<file path="config.mk">
export PLATFORM = sky130hd
export DESIGN_NAME = swreg_bridge
export DESIGN_NICKNAME = d
export VERILOG_FILES = /design/src/rtl/swreg_pkg.sv /design/src/rtl/swreg_addr_map.sv /design/src/rtl/swreg_word_engine.sv /design/src/rtl/swreg_bridge.sv
export SDC_FILE = /design/constraint.sdc
export NUM_CORES = 1
export LEC_CHECK = 0
export ABC_CLOCK_PERIOD_IN_PS = 9100
export BUFFER_PORTS_ARGS = -buffer_cell sky130_fd_sc_hd__buf_4
export CORE_MARGIN = 4
export CORE_UTILIZATION = 50
export CTS_BUF_LIST = sky130_fd_sc_hd__clkbuf_2
export CTS_CLUSTER_DIAMETER = 40
export CTS_CLUSTER_SIZE = 40
export DETAILED_ROUTE_END_ITERATION = 16
export PLACE_DENSITY = 0.84
export SLEW_MARGIN = 20
export SYNTH_ARGS = -nofsm -noshare
export SYNTH_HDL_FRONTEND = slang
export SYNTH_SLANG_ARGS = --single-unit
</file>
<file path="constraint.sdc">
create_clock -name clk -period 9.1 [get_ports clk]
set_clock_uncertainty 0.05 [all_clocks]
set_input_delay 2.73 -clock clk [delete_from_list [all_inputs] [get_ports clk]]
set_output_delay 2.73 -clock clk [all_outputs]
set_load 0.03 [all_outputs]
</file>
<file path="src/rtl/swreg_pkg.sv">
package swreg_pkg;
  // Word engine: page select, then two half-word phases
  typedef enum logic [1:0] {E_IDLE, E_PAGE, E_FIRST, E_SECOND} eng_state_t;

  // Request sequencer
  typedef enum logic [2:0] {T_IDLE, T_DIRECT, T_DUMMY, T_CMD, T_POLL} seq_state_t;

  // Mailbox register for embedded-PHY access and its field positions
  localparam int unsigned MBOX_ADDR  = 32'h98;
  localparam int unsigned MB_BUSY    = 31;
  localparam int unsigned MB_GO      = 30;
  localparam int unsigned MB_RD      = 27;
  localparam int unsigned MB_PHY_LSB = 21;
  localparam int unsigned MB_REG_LSB = 16;

  // Register whose halves must be written low first
  localparam int unsigned LO_FIRST_ADDR = 32'h98;
endpackage

</file>
<file path="src/rtl/swreg_addr_map.sv">
module swreg_addr_map #(
  parameter int unsigned ADDR_W       = 19,
  parameter int unsigned SWAP_ADDR    = 32'h98
) (
  input  logic [ADDR_W-1:0] addr,
  output logic [15:0]       page,
  output logic [4:0]        data_phy,
  output logic [4:0]        data_reg,
  output logic              lo_first
);
  localparam int unsigned PAGE_W = ADDR_W - 9;

  generate
    if (PAGE_W >= 16) begin : g_page_trunc
      assign page = addr[24:9];
    end else begin : g_page_pad
      assign page = {{(16-PAGE_W){1'b0}}, addr[ADDR_W-1:9]};
    end
  endgenerate

  assign data_phy = {2'b10, addr[8:6]};
  assign data_reg = {addr[5:2], 1'b0};
  assign lo_first = (addr == ADDR_W'(SWAP_ADDR));
endmodule

</file>
<file path="src/rtl/swreg_word_engine.sv">
module swreg_word_engine
  import swreg_pkg::*;
#(
  parameter int unsigned ADDR_W   = 19,
  parameter logic [4:0]  PAGE_PHY = 5'h18,
  parameter logic [4:0]  PAGE_REG = 5'h00
) (
  input  logic              clk,
  input  logic              rst_n,
  input  logic              start,
  input  logic              write,
  input  logic [ADDR_W-1:0] addr,
  input  logic [31:0]       wdata,
  output logic              done,
  output logic [31:0]       rdata,
  output logic              mdio_req,
  output logic              mdio_write,
  output logic [4:0]        mdio_phy,
  output logic [4:0]        mdio_reg,
  output logic [15:0]       mdio_wdata,
  input  logic              mdio_ack,
  input  logic [15:0]       mdio_rdata
);
  eng_state_t  state_q, state_d;
  logic [15:0] lo_q;
  logic        lo_en;
  logic [15:0] page;
  logic [4:0]  data_phy, data_reg;
  logic        lo_first, first_hi;

  swreg_addr_map #(.ADDR_W(ADDR_W), .SWAP_ADDR(LO_FIRST_ADDR)) u_map (
    .addr     (addr),
    .page     (page),
    .data_phy (data_phy),
    .data_reg (data_reg),
    .lo_first (lo_first)
  );

  // Reads always take the low half first; writes only at the swap address
  assign first_hi = write && !lo_first;

  always_comb begin
    state_d    = state_q;
    lo_en      = 1'b0;
    done       = 1'b0;
    mdio_req   = 1'b0;
    mdio_write = 1'b0;
    mdio_phy   = '0;
    mdio_reg   = '0;
    mdio_wdata = '0;
    case (state_q)
      E_IDLE: if (start) state_d = E_PAGE;
      E_PAGE: begin
        mdio_req   = 1'b1;
        mdio_write = 1'b1;
        mdio_phy   = PAGE_PHY;
        mdio_reg   = PAGE_REG;
        mdio_wdata = page;
        if (mdio_ack) state_d = E_FIRST;
      end
      E_FIRST: begin
        mdio_req   = 1'b1;
        mdio_write = write;
        mdio_phy   = data_phy;
        mdio_reg   = {data_reg[4:1], first_hi};
        mdio_wdata = first_hi ? wdata[31:16] : wdata[15:0];
        if (mdio_ack) begin
          lo_en   = !write;
          state_d = E_SECOND;
        end
      end
      E_SECOND: begin
        mdio_req   = 1'b1;
        mdio_write = write;
        mdio_phy   = data_phy;
        mdio_reg   = {data_reg[4:1], !first_hi};
        mdio_wdata = first_hi ? wdata[15:0] : wdata[31:16];
        if (mdio_ack) begin
          done    = 1'b1;
          state_d = E_IDLE;
        end
      end
      default: state_d = E_IDLE;
    endcase
  end

  // Valid in the cycle done is high: high half is on the bus right now
  assign rdata = {mdio_rdata, lo_q};

  always_ff @(posedge clk or negedge rst_n) begin
    if (!rst_n) begin
      state_q <= E_IDLE;
      lo_q    <= '0;
    end else begin
      state_q <= state_d;
      if (lo_en) lo_q <= mdio_rdata;
    end
  end

  // request and its fields hold until acknowledged
  p_req_hold_r10: assert property (@(posedge clk) disable iff (!rst_n)
    (mdio_req && !mdio_ack) |=> (mdio_req && $stable(mdio_write) && $stable(mdio_phy)
                                 && $stable(mdio_reg) && $stable(mdio_wdata)));

  // the first transaction of every access is the page-select write
  p_page_first_r1: assert property (@(posedge clk) disable iff (!rst_n)
    (state_q == E_IDLE && start) |=> (mdio_req && mdio_write
                                      && mdio_phy == PAGE_PHY && mdio_reg == PAGE_REG));

  // data-phase PHY numbers lie in 0x10..0x17
  p_data_phy_r2: assert property (@(posedge clk) disable iff (!rst_n)
    (mdio_req && state_q != E_PAGE) |-> (mdio_phy[4:3] == 2'b10));
endmodule

</file>
<file path="src/rtl/swreg_bridge.sv">
module swreg_bridge
  import swreg_pkg::*;
#(
  parameter int unsigned ADDR_W   = 19,
  parameter logic [4:0]  PAGE_PHY = 5'h18,
  parameter logic [4:0]  PAGE_REG = 5'h00
) (
  input  logic              clk,
  input  logic              rst_n,
  input  logic              req_valid,
  input  logic              req_write,
  input  logic              req_phy_mode,
  input  logic [ADDR_W-1:0] req_addr,
  input  logic [31:0]       req_wdata,
  input  logic [4:0]        req_dev_phy,
  input  logic [4:0]        req_dev_reg,
  output logic              ready,
  output logic              done,
  output logic [31:0]       rdata,
  output logic              err,
  output logic              mdio_req,
  output logic              mdio_write,
  output logic [4:0]        mdio_phy,
  output logic [4:0]        mdio_reg,
  output logic [15:0]       mdio_wdata,
  input  logic              mdio_ack,
  input  logic [15:0]       mdio_rdata,
  input  logic              mdio_fail
);
  seq_state_t        state_q, state_d;
  logic              launched_q, launched_d;
  logic              done_q, done_d;
  logic              err_q, err_d;
  logic [31:0]       rdata_q, rdata_d;
  logic              rdata_en, cap_en;
  logic              write_q;
  logic [ADDR_W-1:0] addr_q;
  logic [31:0]       wdata_q;
  logic [4:0]        dphy_q, dreg_q;

  logic              eng_start, eng_write, eng_done;
  logic [ADDR_W-1:0] eng_addr;
  logic [31:0]       eng_wdata, eng_rdata, cmd_word;

  always_comb begin
    cmd_word                        = '0;
    cmd_word[MB_BUSY]               = 1'b1;
    cmd_word[MB_GO]                 = 1'b1;
    cmd_word[MB_RD]                 = !write_q;
    cmd_word[MB_PHY_LSB +: 5]       = dphy_q;
    cmd_word[MB_REG_LSB +: 5]       = dreg_q;
    cmd_word[15:0]                  = write_q ? wdata_q[15:0] : 16'h0;
  end

  assign eng_start = (state_q != T_IDLE) && !launched_q;
  assign eng_addr  = (state_q == T_DIRECT) ? addr_q : ADDR_W'(MBOX_ADDR);
  assign eng_write = (state_q == T_DIRECT) ? write_q : (state_q == T_CMD);
  assign eng_wdata = (state_q == T_DIRECT) ? wdata_q : cmd_word;

  swreg_word_engine #(.ADDR_W(ADDR_W), .PAGE_PHY(PAGE_PHY), .PAGE_REG(PAGE_REG)) u_eng (
    .clk        (clk),
    .rst_n      (rst_n),
    .start      (eng_start),
    .write      (eng_write),
    .addr       (eng_addr),
    .wdata      (eng_wdata),
    .done       (eng_done),
    .rdata      (eng_rdata),
    .mdio_req   (mdio_req),
    .mdio_write (mdio_write),
    .mdio_phy   (mdio_phy),
    .mdio_reg   (mdio_reg),
    .mdio_wdata (mdio_wdata),
    .mdio_ack   (mdio_ack),
    .mdio_rdata (mdio_rdata)
  );

  always_comb begin
    state_d    = state_q;
    launched_d = launched_q;
    done_d     = 1'b0;
    rdata_en   = 1'b0;
    rdata_d    = rdata_q;
    cap_en     = 1'b0;
    if (eng_start) launched_d = 1'b1;
    if (eng_done)  launched_d = 1'b0;
    case (state_q)
      T_IDLE: if (req_valid) begin
        cap_en  = 1'b1;
        state_d = req_phy_mode ? T_DUMMY : T_DIRECT;
      end
      T_DIRECT: if (eng_done) begin
        state_d = T_IDLE;
        done_d  = 1'b1;
        if (!write_q) begin
          rdata_en = 1'b1;
          rdata_d  = eng_rdata;
        end
      end
      T_DUMMY: if (eng_done) state_d = T_CMD;
      T_CMD:   if (eng_done) state_d = T_POLL;
      T_POLL:  if (eng_done && !eng_rdata[MB_BUSY]) begin
        state_d  = T_IDLE;
        done_d   = 1'b1;
        rdata_en = 1'b1;
        rdata_d  = {16'h0, eng_rdata[15:0]};
      end
      default: state_d = T_IDLE;
    endcase
    err_d = cap_en ? 1'b0 : (err_q | ((state_q != T_IDLE) && mdio_ack && mdio_fail));
  end

  always_ff @(posedge clk or negedge rst_n) begin
    if (!rst_n) begin
      state_q    <= T_IDLE;
      launched_q <= 1'b0;
      done_q     <= 1'b0;
      err_q      <= 1'b0;
      rdata_q    <= '0;
      write_q    <= 1'b0;
      addr_q     <= '0;
      wdata_q    <= '0;
      dphy_q     <= '0;
      dreg_q     <= '0;
    end else begin
      state_q    <= state_d;
      launched_q <= launched_d;
      done_q     <= done_d;
      err_q      <= err_d;
      if (rdata_en) rdata_q <= rdata_d;
      if (cap_en) begin
        write_q <= req_write;
        addr_q  <= req_addr;
        wdata_q <= req_wdata;
        dphy_q  <= req_dev_phy;
        dreg_q  <= req_dev_reg;
      end
    end
  end

  assign ready = (state_q == T_IDLE);
  assign done  = done_q;
  assign rdata = rdata_q;
  assign err   = err_q;

  // completion is a single-cycle pulse
  p_done_pulse_r6: assert property (@(posedge clk) disable iff (!rst_n)
    done |=> !done);

  // a busy bridge keeps its captured request
  p_ignore_busy_r5: assert property (@(posedge clk) disable iff (!rst_n)
    !ready |=> ($stable(addr_q) && $stable(wdata_q) && $stable(write_q)));

  // an idle bridge drives no management traffic
  p_idle_quiet_r11: assert property (@(posedge clk) disable iff (!rst_n)
    ready |-> !mdio_req);

  // the mailbox command carries busy, go and the read flag
  p_cmd_word_r8: assert property (@(posedge clk) disable iff (!rst_n)
    (state_q == T_CMD) |-> (eng_write && eng_wdata[MB_BUSY] && eng_wdata[MB_GO]
                            && (eng_wdata[MB_RD] == !write_q)));
endmodule

</file>
# == Word-level counts from Yosys, hierarchy flattened ==
# Cells that the tools add are included.
# classes
n_reduce_logical,21
n_bitwise,1
n_eq_ne,18
mux,42
# ops
operator,n
32-bit 2-to-1 mux,4
32-bit case mux with 2 select lines,1
16-bit 2-to-1 mux,3
16-bit case mux with 3 select lines,1
"2-bit != test, second input constant",10
5-bit case mux with 2 select lines,2
"19-bit by 8-bit == test with 1-bit output, second input constant",1
19-bit 2-to-1 mux,1
1-bit 2-to-1 mux,15
3-bit 2-to-1 mux,5
3-bit case mux with 5 select lines,1
2-bit 2-to-1 mux,5
5-bit AND reduction,2
2-bit case mux with 4 select lines,1
"3-bit by 2-bit == test with 1-bit output, second input constant",2
1-bit zero test,6
1-bit case mux with 2 select lines,3
1-bit logical AND,5
"2-bit == test, second input constant",2
4-bit AND reduction,1
2-bit nonzero test,2
"3-bit by 1-bit == test with 1-bit output, second input constant",1
"3-bit == test, second input constant",1
3-bit zero test,1
6 further kinds,6
# word_totals
ff_bits,118

# == Depth between registers and ports, before layout ==
# Gate-level depths: netlist of run 1.
# logic_depth
word_depth,7
ltp_mapped,9
depth_no_buf,7

# == By module ==
# Synthesis of run 1 repeated with hierarchy kept, for this count alone.
# unflattened
hier_cells,560
area_unflattened_um2,6561.3
# modules_own_cells
mod,seq_area_each_um2,n_inst,cells_per_inst,area_per_inst_um2
swreg_bridge,2502.4,1,325,4438.0
swreg_word_engine,450.4,1,201,1849.3
swreg_addr_map,0.0,1,34,274.0

# == Least setup slack after synthesis of run 1 ==
# Ideal clock, no wire load.
# synth_timing
path_kind,flip-flop to output port
start,register state_q[1]
end,output port mdio_wdata[0]
t_required_ns,6.320
t_arrival_ns,2.248
slack_ns,4.072
stages_incl_launch_ff,8
n_path_buf,2
path_cell_list,dfrtp_1 -> buf_6 -> or3b_1 -> buf_6 -> a31oi_4 -> nand3_1 -> a311o_2 -> o221ai_1
# synth_via
elab_chain_len,7
word_cells_on_any_way,11
classes_between,3 x eq/ne; 6 x mux; 2 x reduce/logical
# synth_rtl
item,line,text
"start, declared",swreg_bridge.sv:30,"seq_state_t state_q, state_d;"
"start signal, assigned",swreg_bridge.sv:126,state_q <= state_d;
3-bit by 1-bit == test with 1-bit output,"swreg_bridge.sv:56, swreg_bridge.sv:57, swreg_bridge.sv:58",
19-bit 2-to-1 mux,swreg_bridge.sv:56,assign eng_addr = (state_q == T_DIRECT) ? addr_q : ADDR_W'(MBOX_ADDR);
19-bit by 8-bit == test with 1-bit output,swreg_addr_map.sv:23,assign lo_first = (addr == ADDR_W'(SWAP_ADDR));
1-bit zero test,swreg_word_engine.sv:40,assign first_hi = write && !lo_first;
1-bit logical AND,swreg_word_engine.sv:40,
"16-bit 2-to-1 mux, on equally long branches","swreg_word_engine.sv:77, swreg_word_engine.sv:66",
16-bit case mux with 3 select lines (*),swreg_word_engine.sv:51,case (state_q)
"end, declared",swreg_bridge.sv:25,"output logic [15:0] mdio_wdata,"
# Mark *: on every way between the ends. The rest lies on a longest branch, timed or not.

# == Worst setup path in the final report of run 1 ==
# layout_timing
start,register state_q[2]
end,output port mdio_wdata[1]
# Same word-level chain as after synthesis.

==> results of run 1 <==
stage by stage:
step | area [µm²] | worst slack, ps | cells
final | 6635 | 2565 | 736
after global routing | 6635 | 2284 | 736
after CTS | 6604 | 2504 | 735
after detailed placement | 6451 | 3232 | 704
after global placement | 6451 | 3391 | 704
after floorplan | 5283 | 4072 | 444
per-layer routing:
layer,global-route usage (%),vias up
met5,0,-
met4,11.17,0
met3,5.513,36
met2,33.50,108
met1,25.09,1884
li1,-,1835
logic make-up (layout without fill, tap and decap cells):
family,Yosys count,after routing
flip-flops,118,118
AND/OR/NAND/NOR,112,112
multiplexers,90,90
AO/OA/AOI/OAI,70,70
buffers and inverters,48,204
adder cells (fa/ha/maj),6,6
tightest hold or removal path: stages, from the launching register on:
cell     delay, ps
dfrtp_1        370
nand2_1         50
o21ai_0         60
state kept, by name, summed over array words and instances, names as in the netlist:
name and cells:
u_eng.lo_q 16, done 1, err 1, u_eng.state_q 2, addr_q 19, launched_q 1, state_q 3, dreg_q 5
rdata 32, wdata_q 32, write_q 1, dphy_q 5
cell usage after synthesis (6+ instances only):
master / n
a21oi_1: 7
and3_1: 6
buf_2: 7
clkbuf_1: 12
dfrtp_1: 118
ha_1: 6
inv_1: 23
mux2_2: 79
mux2i_1: 11
nand2_1: 68
nor2_1: 16
o21ai_0: 34
o221ai_1: 6
o22ai_2: 6
power by group through the flow:
| stage | clock, mW | sequential [mW] | combinational, mW |
|---|---|---|---|
| 2_1_floorplan | 0 | 0.907 | 0.738 |
| 3_3_place_gp | 0 | 0.869 | 1.08 |
| 3_5_place_dp | 0 | 0.885 | 1.11 |
| 4_1_cts | 0.256 | 0.872 | 1.12 |
| 5_1_grt | 0.281 | 0.903 | 1.19 |
| 6_report | 0.248 | 0.872 | 1.11 |
area by class of cell:
class | instances | area, µm²
Clock buffer | 24 | 120.1
Clock inverter | 7 | 32.53
Fill cell | 788 | 3689
Inverter | 23 | 86.33
Multi-Input combinational cell | 278 | 2123
Sequential cell | 118 | 2953
Tap cell | 136 | 170.2
Timing Repair Buffer | 150 | 1150
final timing paths:
kind,start,endpoint,slack (ps),cells past startpoint
max in group asynchronous,rst_n,rdata[18]$_DFFE_PN0P_,5910,2
hold / removal,rdata[29]$_DFFE_PN0P_,rdata[29]$_DFFE_PN0P_,450,2
setup / recovery,state_q[2]$_DFFE_PN0P_,mdio_wdata[1],2560,6
hold reg to reg,rdata[29]$_DFFE_PN0P_,rdata[29]$_DFFE_PN0P_,450,2
min in group asynchronous,rst_n,u_eng.lo_q[10]$_DFFE_PN0P_,1980,1
setup reg to reg,state_q[2]$_DFFE_PN0P_,rdata[6]$_DFFE_PN0P_,6200,5
==> metrics.md, run 1 <==
| Metric | Value |
|---|---|
| M1 WL | between 5 and 6 mm |
| RSZ-0062 raised after global routing | false |
| Share of layout cells above drive strength 1 | 45.67% |
| Grt ovf | 0 |
| Reg clk slew, reported paths | 160 ps |
| Worst path max stage delay | approximately 810 ps |
| Actual slew at the worst max-slew pin | between 1000 and 1500 ps |
| CTS root buf | clkbuf_2 |
| DRT iter0 DRCs | between 200 and 300 |
| CP max FO | 18 |
| Total number of vias | a little under 4,000 |
| Total power | 2.227 mW |
| Minimum clock period | between 6000 and 7000 ps |
| Initial antenna violation count | 0 |
| Synth Area in XOR/XNOR | 0% |
| Setup violators final | 0 |
| I/O pin count | 147 |
| Max Root-Sink Buffers | 2 |
| Post-Synth Adder-Cell Area | about 1.4% |
| DIE AREA | between 10,000 and 15,000 µm² |
| Routed wire length on met3 | between 400 and 500 µm |
| Share of Yosys cell area claimed by the top area cell type | 55.90% |
| Final Hold Fails | 0 |
| Yosys warnings | 0 |
| Crit-path slowest cell | or3b_1 |
| Setup bufs post-CTS | 0 |
| Hold WS | approximately 450 ps |
| Mapped cell area | between 5000 and 6000 µm² |
| Status | complete, no violations |
| Post-cts sizing count | 0 |
| Cts bufs inserted | 17 |
| Clk Latency, worst-skew pair | slightly above 600 ps |
| Post-Route Setup TNS | 0 ps |
| EDFF count, synth | 0 |
| Simple logic cell fraction of the synthesized area | between 9 and 10% |
| WL/cell | ~17 µm |
| Core Box Area | 10,320 µm² |
| Proportion of synthesized area in mux cells | 18.92% |
| Post-Synthesis Cells | between 400 and 500 |
| Seq pwr share | 39.2% |
| Mean post-synth cell area | roughly 12 µm² |
| Net Switching | slightly above 900 µW |
| Arrival time at the worst endpoint | between 3000 and 4000 ps |
| First-pass GRT wire length | 20.19 mm |
| Rows | 37 |
| IO buf count | roughly 150 |
| Worst rel slew slack | about a third |
| Main synth FF type | dfrtp_1 |
| Via-to-Cell Ratio | between 5 and 6 |
| Max Freq | about 0.15 GHz |
| DP Wirelength | slightly above 9 mm |
| Area leader, netlist | dfrtp_1 |
| Max Used Layer | met4 |
| Sink Count | 118 |
| Commonest non-fill, non-tap cell in the layout | buf_4 |
| Starting density of the core | between 50% and 60% |
| Commonest non-fill, non-tap cells in the layout | buf_4 (148), dfrtp_1 (118), mux2_2 (79) |
| Main combinational cell family by area after synthesis | multiplexers |
| DRC viols | 0 |
| Clock share of power | between 10% and 20% |
| Area growth syn-to-layout | 25.60% |
| Synth top area cells | dfrtp_1 (56%), mux2_2 (17%), nand2_1 (4.8%), o21ai_0 (3.2%), mux2i_1 (2.1%) |
| CTS hold repair buffers | 0 |
| Leak | 3.278 nW |
| Maximum vdd drop | 0.0002145 V |
| Worst-path cell chain | or3b_1, a31oi_4, nor3b_1, o31ai_4, o221ai_1, buf_4 |
| CTS tree | built |
| Sequential-to-total area share from yosys stat | 55.90% |
| Proportion of power drawn by combinational gates | ~50% |
| Internal power | between 1 and 1.5 mW |
| Initial DRT Pass Iterations | 4 |
| PD cells | around 340 nW/µm² |
| Post-Route Utilization | about 64% |
| Max-cap violations | 0 |
| Vias in the first global route | 4,142 |
| Critical Path RT | around 6300 ps |
| Post-synth cell types | 42 |
| Register bit total from synthesis | about 120 |
| H-tree depth | 4 |
| Final WL | between 10 and 15 mm |
| Layout Nets | 678 |
| Hold crit path type | register to register |
| Die height | 110.8 µm |
| CP startpoint kind | register |
| Largest net degree at the start of global routing | 82 |
| Post-synthesis compound-gate area fraction | between 9 and 10% |
| CP top delay family | compound AO/OA/AOI/OAI gates |
| Net switching fraction of the power | 41.84% |
| WS Path Type | register to output pin |
| GRT Total Usage | about 21% |
| GPL Wtd Cong | around 0.83 |
| Asr flop ratio synth | 100.0% |
| Antenna Nets Post-Route | 0 |
| Final Cycle Share | 71.82% |
| CP Capture Type | output pin |
| Met2 WL | 6.109 mm |
| Mapped Nets | about 530 |
| Max Slew Vio Count | 0 |
| Die width | around 110 µm |
| Worst path bufs/invs | 1 |
| ANT cells | 0 |
Power figures use the tool's default switching activity.
==> inputs of run 2 (changes only) <==
Settings changed: ABC_CLOCK_PERIOD_IN_PS 9100 to 5900, CORE_UTILIZATION 50 to 49, PLACE_DENSITY 0.84 to 0.86.
Clock period 9.1 ns to 5.9 ns, I/O delays scaled along.
==> metrics.md, run 2 (synthesis results as in run 1) <==
| Metric | Value |
|---|---|
| Met3 Track Usage GR | 5.870% |
| Initial antenna violation count | 0 |
| Minimum clock period | between 5000 and 6000 ps |
| CTS tree | built |
| CTS hold repair buffers | 0 |
| Vias in the first global route | 4,082 |
| ANT cells | 0 |
| Max Root-Sink Buffers | 2 |
| Via-to-Cell Ratio | about 5.3 |
| Antenna Nets Post-Route | 0 |
| Cts bufs inserted | 17 |
| Arrival time at the worst endpoint | between 3000 and 4000 ps |
| H-tree depth | 4 |
| Crit-path slowest cell | o31ai_4 |
| GPL Wtd Cong | roughly 0.83 |
| Layout Nets | ~680 |
| CP Capture Type | output pin |
| Largest net degree at the start of global routing | 85 |
| Actual slew at the worst max-slew pin | 978.6 ps |
| Post-Route Setup TNS | 0 ps |
| R2r endpoint | wdata_q[29]$_DFFE_PN0P_ |
| WL/cell | around 17 µm |
| CP dominant cell by count | buf_4 |
| Post-cts sizing count | 0 |
| Setup bufs post-CTS | 0 |
| Worst path bufs/invs | 2 |
| Filler cells | approximately 800 |
| Commonest non-fill, non-tap cells in the layout | buf_4 (149), dfrtp_1 (118), mux2_2 (79) |
| DRC viols | 0 |
| Worst path max stage delay | 830 ps |
| Grt ovf | 0 |
| Die width | ~110 µm |
| Critical Path RT | between 4000 and 5000 ps |
| Leak | about 3.3 nW |
| Final WL | approximately 13 mm |
| Maximum vdd drop | between 0.0003 and 0.0004 V |
| Initial DRT Pass Iterations | 4 |
| First-pass GRT wire length | between 20 and 25 mm |
| Rows | 37 |
| IO buf count | around 150 |
| M1 GR Usage | about a quarter |
| GRT busiest layer | met2 |
| Max Slew Vio Count | 0 |
| CTS root buf | clkbuf_2 |
| Worst R2R Setup Slack | 2980 ps |
| Starting density of the core | 50.71% |
| Commonest non-fill, non-tap cell in the layout | buf_4 |
| Met2 Use GR | between 30 and 40% |
| Core Box Area | about 10,000 µm² |
| PD cells | approximately 530 nW/µm² |
| Sink Count | between 100 and 150 |
| Final Hold Fails | 0 |
| Total number of vias | between 3,000 and 4,000 |
| CP startpoint kind | register |
| GRT Total Usage | roughly 21% |
| RSZ-0062 raised after global routing | false |
| Final Cycle Share | between 90% and 100% |
| Hold Crit Endpoint | rdata[22]$_DFFE_PN0P_ |
| DP Wirelength | around 9.6 mm |
| Status | complete, no violations |
| Hold crit path type | register to register |
| Worst Reg-to-Reg Cells | 4 |
| Reg clk slew, reported paths | 170 ps |
| DRT iter0 DRCs | approximately 310 |
| Hold depth | 2 |
| Min-delay src | rdata[22]$_DFFE_PN0P_ |
| Clk Latency, worst-skew pair | ~660 ps |
| Max Freq | around 0.19 GHz |
| CP top delay family | compound AO/OA/AOI/OAI gates |
| Max-cap violations | 0 |
| Worst rel slew slack | 34.76% |
| Reg2reg start | state_q[0]$_DFFE_PN0P_ |
| Setup violators final | 0 |
| Die height | between 100 and 150 µm |
| I/O pin count | approximately 150 |
| Worst-path cell chain | or3b_1, buf_4, a31oi_4, nor3b_1, o31ai_4, o221ai_1, buf_4 |
| Critical Path Start | state_q[2]$_DFFE_PN0P_ |
| Share of layout cells above drive strength 1 | 45.85% |
| Area growth syn-to-layout | 26.81% |
| Hold WS | 452.7 ps |
| WS Path Type | register to output pin |
| DIE AREA | 12,510 µm² |
| CP max FO | 18 |
run 2: worst register-to-register path, cell delays in order (launching register included):
cell and delay (ps):
dfrtp_1 490, nor3_1 500, and2_2 900, buf_4 480
mux2_2 400
run 2: layout make-up:
type / count / area, µm² / area share (%)
sequential: 118 / 2953 / 44.08
multi-input combinational: 278 / 2123 / 31.70
timing repair buffer: 151 / 1157 / 17.28
tap: 136 / 170.2 / 2.540
clock inverter: 13 / 113.9 / 1.700
clock buffer: 19 / 95.09 / 1.420
inverter: 23 / 86.33 / 1.289
run 2: per-layer routing:
| metal | vias to the layer above | wire (µm) |
|---|---|---|
| li1 | 1831 | - |
| met1 | 1905 | 5121 |
| met2 | 124 | 6475 |
| met3 | 35 | 701 |
| met4 | 0 | 470 |
| met5 | - | 0 |
run 2: how the worst max path moves through the flow:
stage                         end  slack, ps  cells after the start
global route        mdio_wdata[2]        380                      7
global placement    mdio_wdata[2]       1470                      7
finish              mdio_wdata[2]        590                      7
detailed placement  mdio_wdata[2]       1360                      7
CTS                 mdio_wdata[2]        550                      7
floorplan           mdio_wdata[0]       1830                      7
run 2: where the power goes:
group          internal (mW)  total [mW]  switching [mW]
clock                  0.188       0.471           0.283
combinational          0.741        1.71           0.969
sequential              1.15        1.35           0.207
total                   2.08        3.54            1.46
run 2: through the flow:
step	util, %	worst slack (ps)	cells	area [µm²]	total power, mW
after floorplan	-	1832	444	5283	2.537
after global placement	62.01	1466	705	6459	3.005
after detailed placement	62.01	1361	705	6459	3.091
after CTS	64.01	552.0	737	6668	3.561
after global routing	64.31	375.1	738	6699	3.760
final	64.31	586.1	738	6699	3.535
==> inputs of run 3 (changes only) <==
Settings changed: CORE_UTILIZATION 49 to 47, CTS_BUF_LIST sky130_fd_sc_hd__clkbuf_2 to unset, PLACE_DENSITY 0.86 to 0.83.
==> metrics.md, run 3 (synthesis results as in run 1) <==
| Metric | Value |
|---|---|
| WL/cell | approximately 18 µm |
| Actual slew at the worst max-slew pin | between 900 and 1000 ps |
| Worst rel slew slack | 35.82% |
| Post-Route Utilization | 65.03% |
| Sink Count | 118 |
| H-tree depth | 4 |
| DIE AREA | about 13,000 µm² |
| Final Hold Fails | 0 |
| Antenna Nets Post-Route | 0 |
| Worst-path cell chain | or3b_1, buf_4, a31oi_4, nor3b_1, o31ai_4, o221ai_1, buf_4 |
| Final Cycle Share | a little under nine tenths |
| Status | complete, no violations |
| RSZ-0062 raised after global routing | false |
| Crit-path slowest cell | o31ai_4 |
| Minimum clock period | ~5000 ps |
| Layout Nets | ~680 |
| WS Path Type | register to output pin |
| R2r endpoint | state_q[0]$_DFFE_PN0P_ |
| Final WL | 13.08 mm |
| Commonest non-fill, non-tap cell in the layout | buf_4 |
| Placed cell area | 6464 µm² |
| Core Box Area | 10,940 µm² |
| I/O pin count | between 100 and 150 |
| Cts bufs inserted | 17 |
| CP top delay family | compound AO/OA/AOI/OAI gates |
| First-pass GRT wire length | between 20 and 25 mm |
| Via-to-Cell Ratio | between 5 and 6 |
| Hold crit path type | register to register |
| Post-Route Setup TNS | 0 ps |
| Total number of vias | ~3,900 |
| Initial antenna violation count | 0 |
| Max Root-Sink Buffers | 2 |
| CTS root buf | clkbuf_16 |
| Max Slew Vio Count | 0 |
| IO buf count | 146 |
| CP dominant cell by count | buf_4 |
| Leak | 3.477 nW |
| GPL Wtd Cong | approximately 0.86 |
| DP Wirelength | about 9 mm |
| CP startpoint kind | register |
| Filler cells | around 830 |
| Grt ovf | 0 |
| DRT iter0 DRCs | approximately 290 |
| Rows | 38 |
| Storage cell area | just under 3000 µm² |
| GRT Total Usage | 20.45% |
| ANT cells | 0 |
| Vias in the first global route | approximately 4,100 |
| Worst path max stage delay | slightly above 800 ps |
| Final instance area | slightly above 7000 µm² |
| Post-cts sizing count | 0 |
| Maximum vdd drop | about 0.00035 V |
| Min-delay src | rdata[23]$_DFFE_PN0P_ |
| Starting density of the core | between 40% and 50% |
| Worst Reg-to-Reg Cells | 6 |
| Setup bufs post-CTS | 0 |
| Worst path bufs/invs | 2 |
| DRC viols | 0 |
| Commonest non-fill, non-tap cells in the layout | buf_4 (150), dfrtp_1 (118), mux2_2 (79) |
| Clk Latency, worst-skew pair | about 400 ps |
| Hold depth | 2 |
| Share of layout cells above drive strength 1 | between 40% and 50% |
| CTS tree | built |
| Area growth syn-to-layout | 34.63% |
| Reg2reg start | state_q[1]$_DFFE_PN0P_ |
| Multi-input combinational cell area | approximately 2100 µm² |
| Worst R2R Setup Slack | about 3100 ps |
| Die width | 114.0 µm |
| Die height | 114.0 µm |
| Hold Crit Endpoint | rdata[23]$_DFFE_PN0P_ |
| Setup violators final | 0 |
| Arrival time at the worst endpoint | about 3200 ps |
| CTS hold repair buffers | 0 |
| PD cells | around 600 nW/µm² |
| CP max FO | 18 |
| Largest net degree at the start of global routing | 77 |
| Max-cap violations | 0 |
| Critical Path RT | 4080 ps |
| Max Freq | between 0.15 and 0.2 GHz |
| Initial DRT Pass Iterations | 6 |
| Reg clk slew, reported paths | ~50 ps |
| CP Capture Type | output pin |
run 3: changes by cell type in the layout (fill, tap and decap cells not counted):
cell | previous run | this run
buf_6 | 1 | 0
clkbuf_1 | 0 | 2
buf_4 | 149 | 150
clkbuf_2 | 19 | 0
clkinv_2 | 6 | 4
clkbuf_8 | 0 | 5
bufinv_16 | 2 | 3
clkinv_1 | 4 | 0
clkbuf_16 | 0 | 17
run 3: worst max-delay path by stage:
| stage | start | endpoint | slack (ps) | cells after the start |
|---|---|---|---|---|
| after floorplan | state_q[1]$_DFFE_PN0P_ | mdio_wdata[0] | 1830 | 7 |
| after global placement | state_q[1]$_DFFE_PN0P_ | mdio_wdata[1] | 1490 | 7 |
| after detailed placement | state_q[2]$_DFFE_PN0P_ | mdio_wdata[3] | 1340 | 7 |
| after CTS | state_q[2]$_DFFE_PN0P_ | mdio_wdata[3] | 900 | 7 |
| after global routing | state_q[1]$_DFFE_PN0P_ | mdio_wdata[9] | 720 | 7 |
| final | state_q[2]$_DFFE_PN0P_ | mdio_wdata[3] | 880 | 7 |
run 3: per-layer routing:
| layer | global-route usage [%] | share of wire [%] | routed length (µm) |
|---|---|---|---|
| met2 | 34.19 | 52 | 6775 |
| met4 | 8.551 | 2.4 | 318 |
| met3 | 5.570 | 5.0 | 651 |
| met5 | 0 | 0 | 0 |
| met1 | 25.01 | 41 | 5335 |
run 3: layout make-up:
cell class,instances,area share [%]
clock buffers,24,7.055
clock inverters,8,1.671
inverters,23,1.214
multi-input cells,278,29.86
flip-flops and latches,118,41.52
well taps,140,2.463
repair buffers,151,16.22
run 3: through the flow:
step / instances / total power, mW / setup slack, ps / hold slack (ps)
5_1_grt: 742 / 4.365 / 724.6 / 461.5
2_1_floorplan: 444 / 2.537 / 1832 / 425.0
3_5_place_dp: 709 / 3.079 / 1341 / 421.2
3_3_place_gp: 709 / 3.006 / 1485 / 416.2
6_report: 742 / 4.144 / 876.3 / 427.6
4_1_cts: 741 / 4.166 / 896.2 / 432.3
run 3: worst reg2reg max path: stages, from the launching register on:
cell and delay, ps:
dfrtp_1 460, nor3_1 480, and2_2 750, buf_4 560, a211o_1 250, nand2_1 80, mux2i_1 140
run 3: power by group:
part | switching (mW) | internal, mW
sequential | 0.204 | 1.15
combinational | 0.979 | 0.741
clock | 0.348 | 0.718
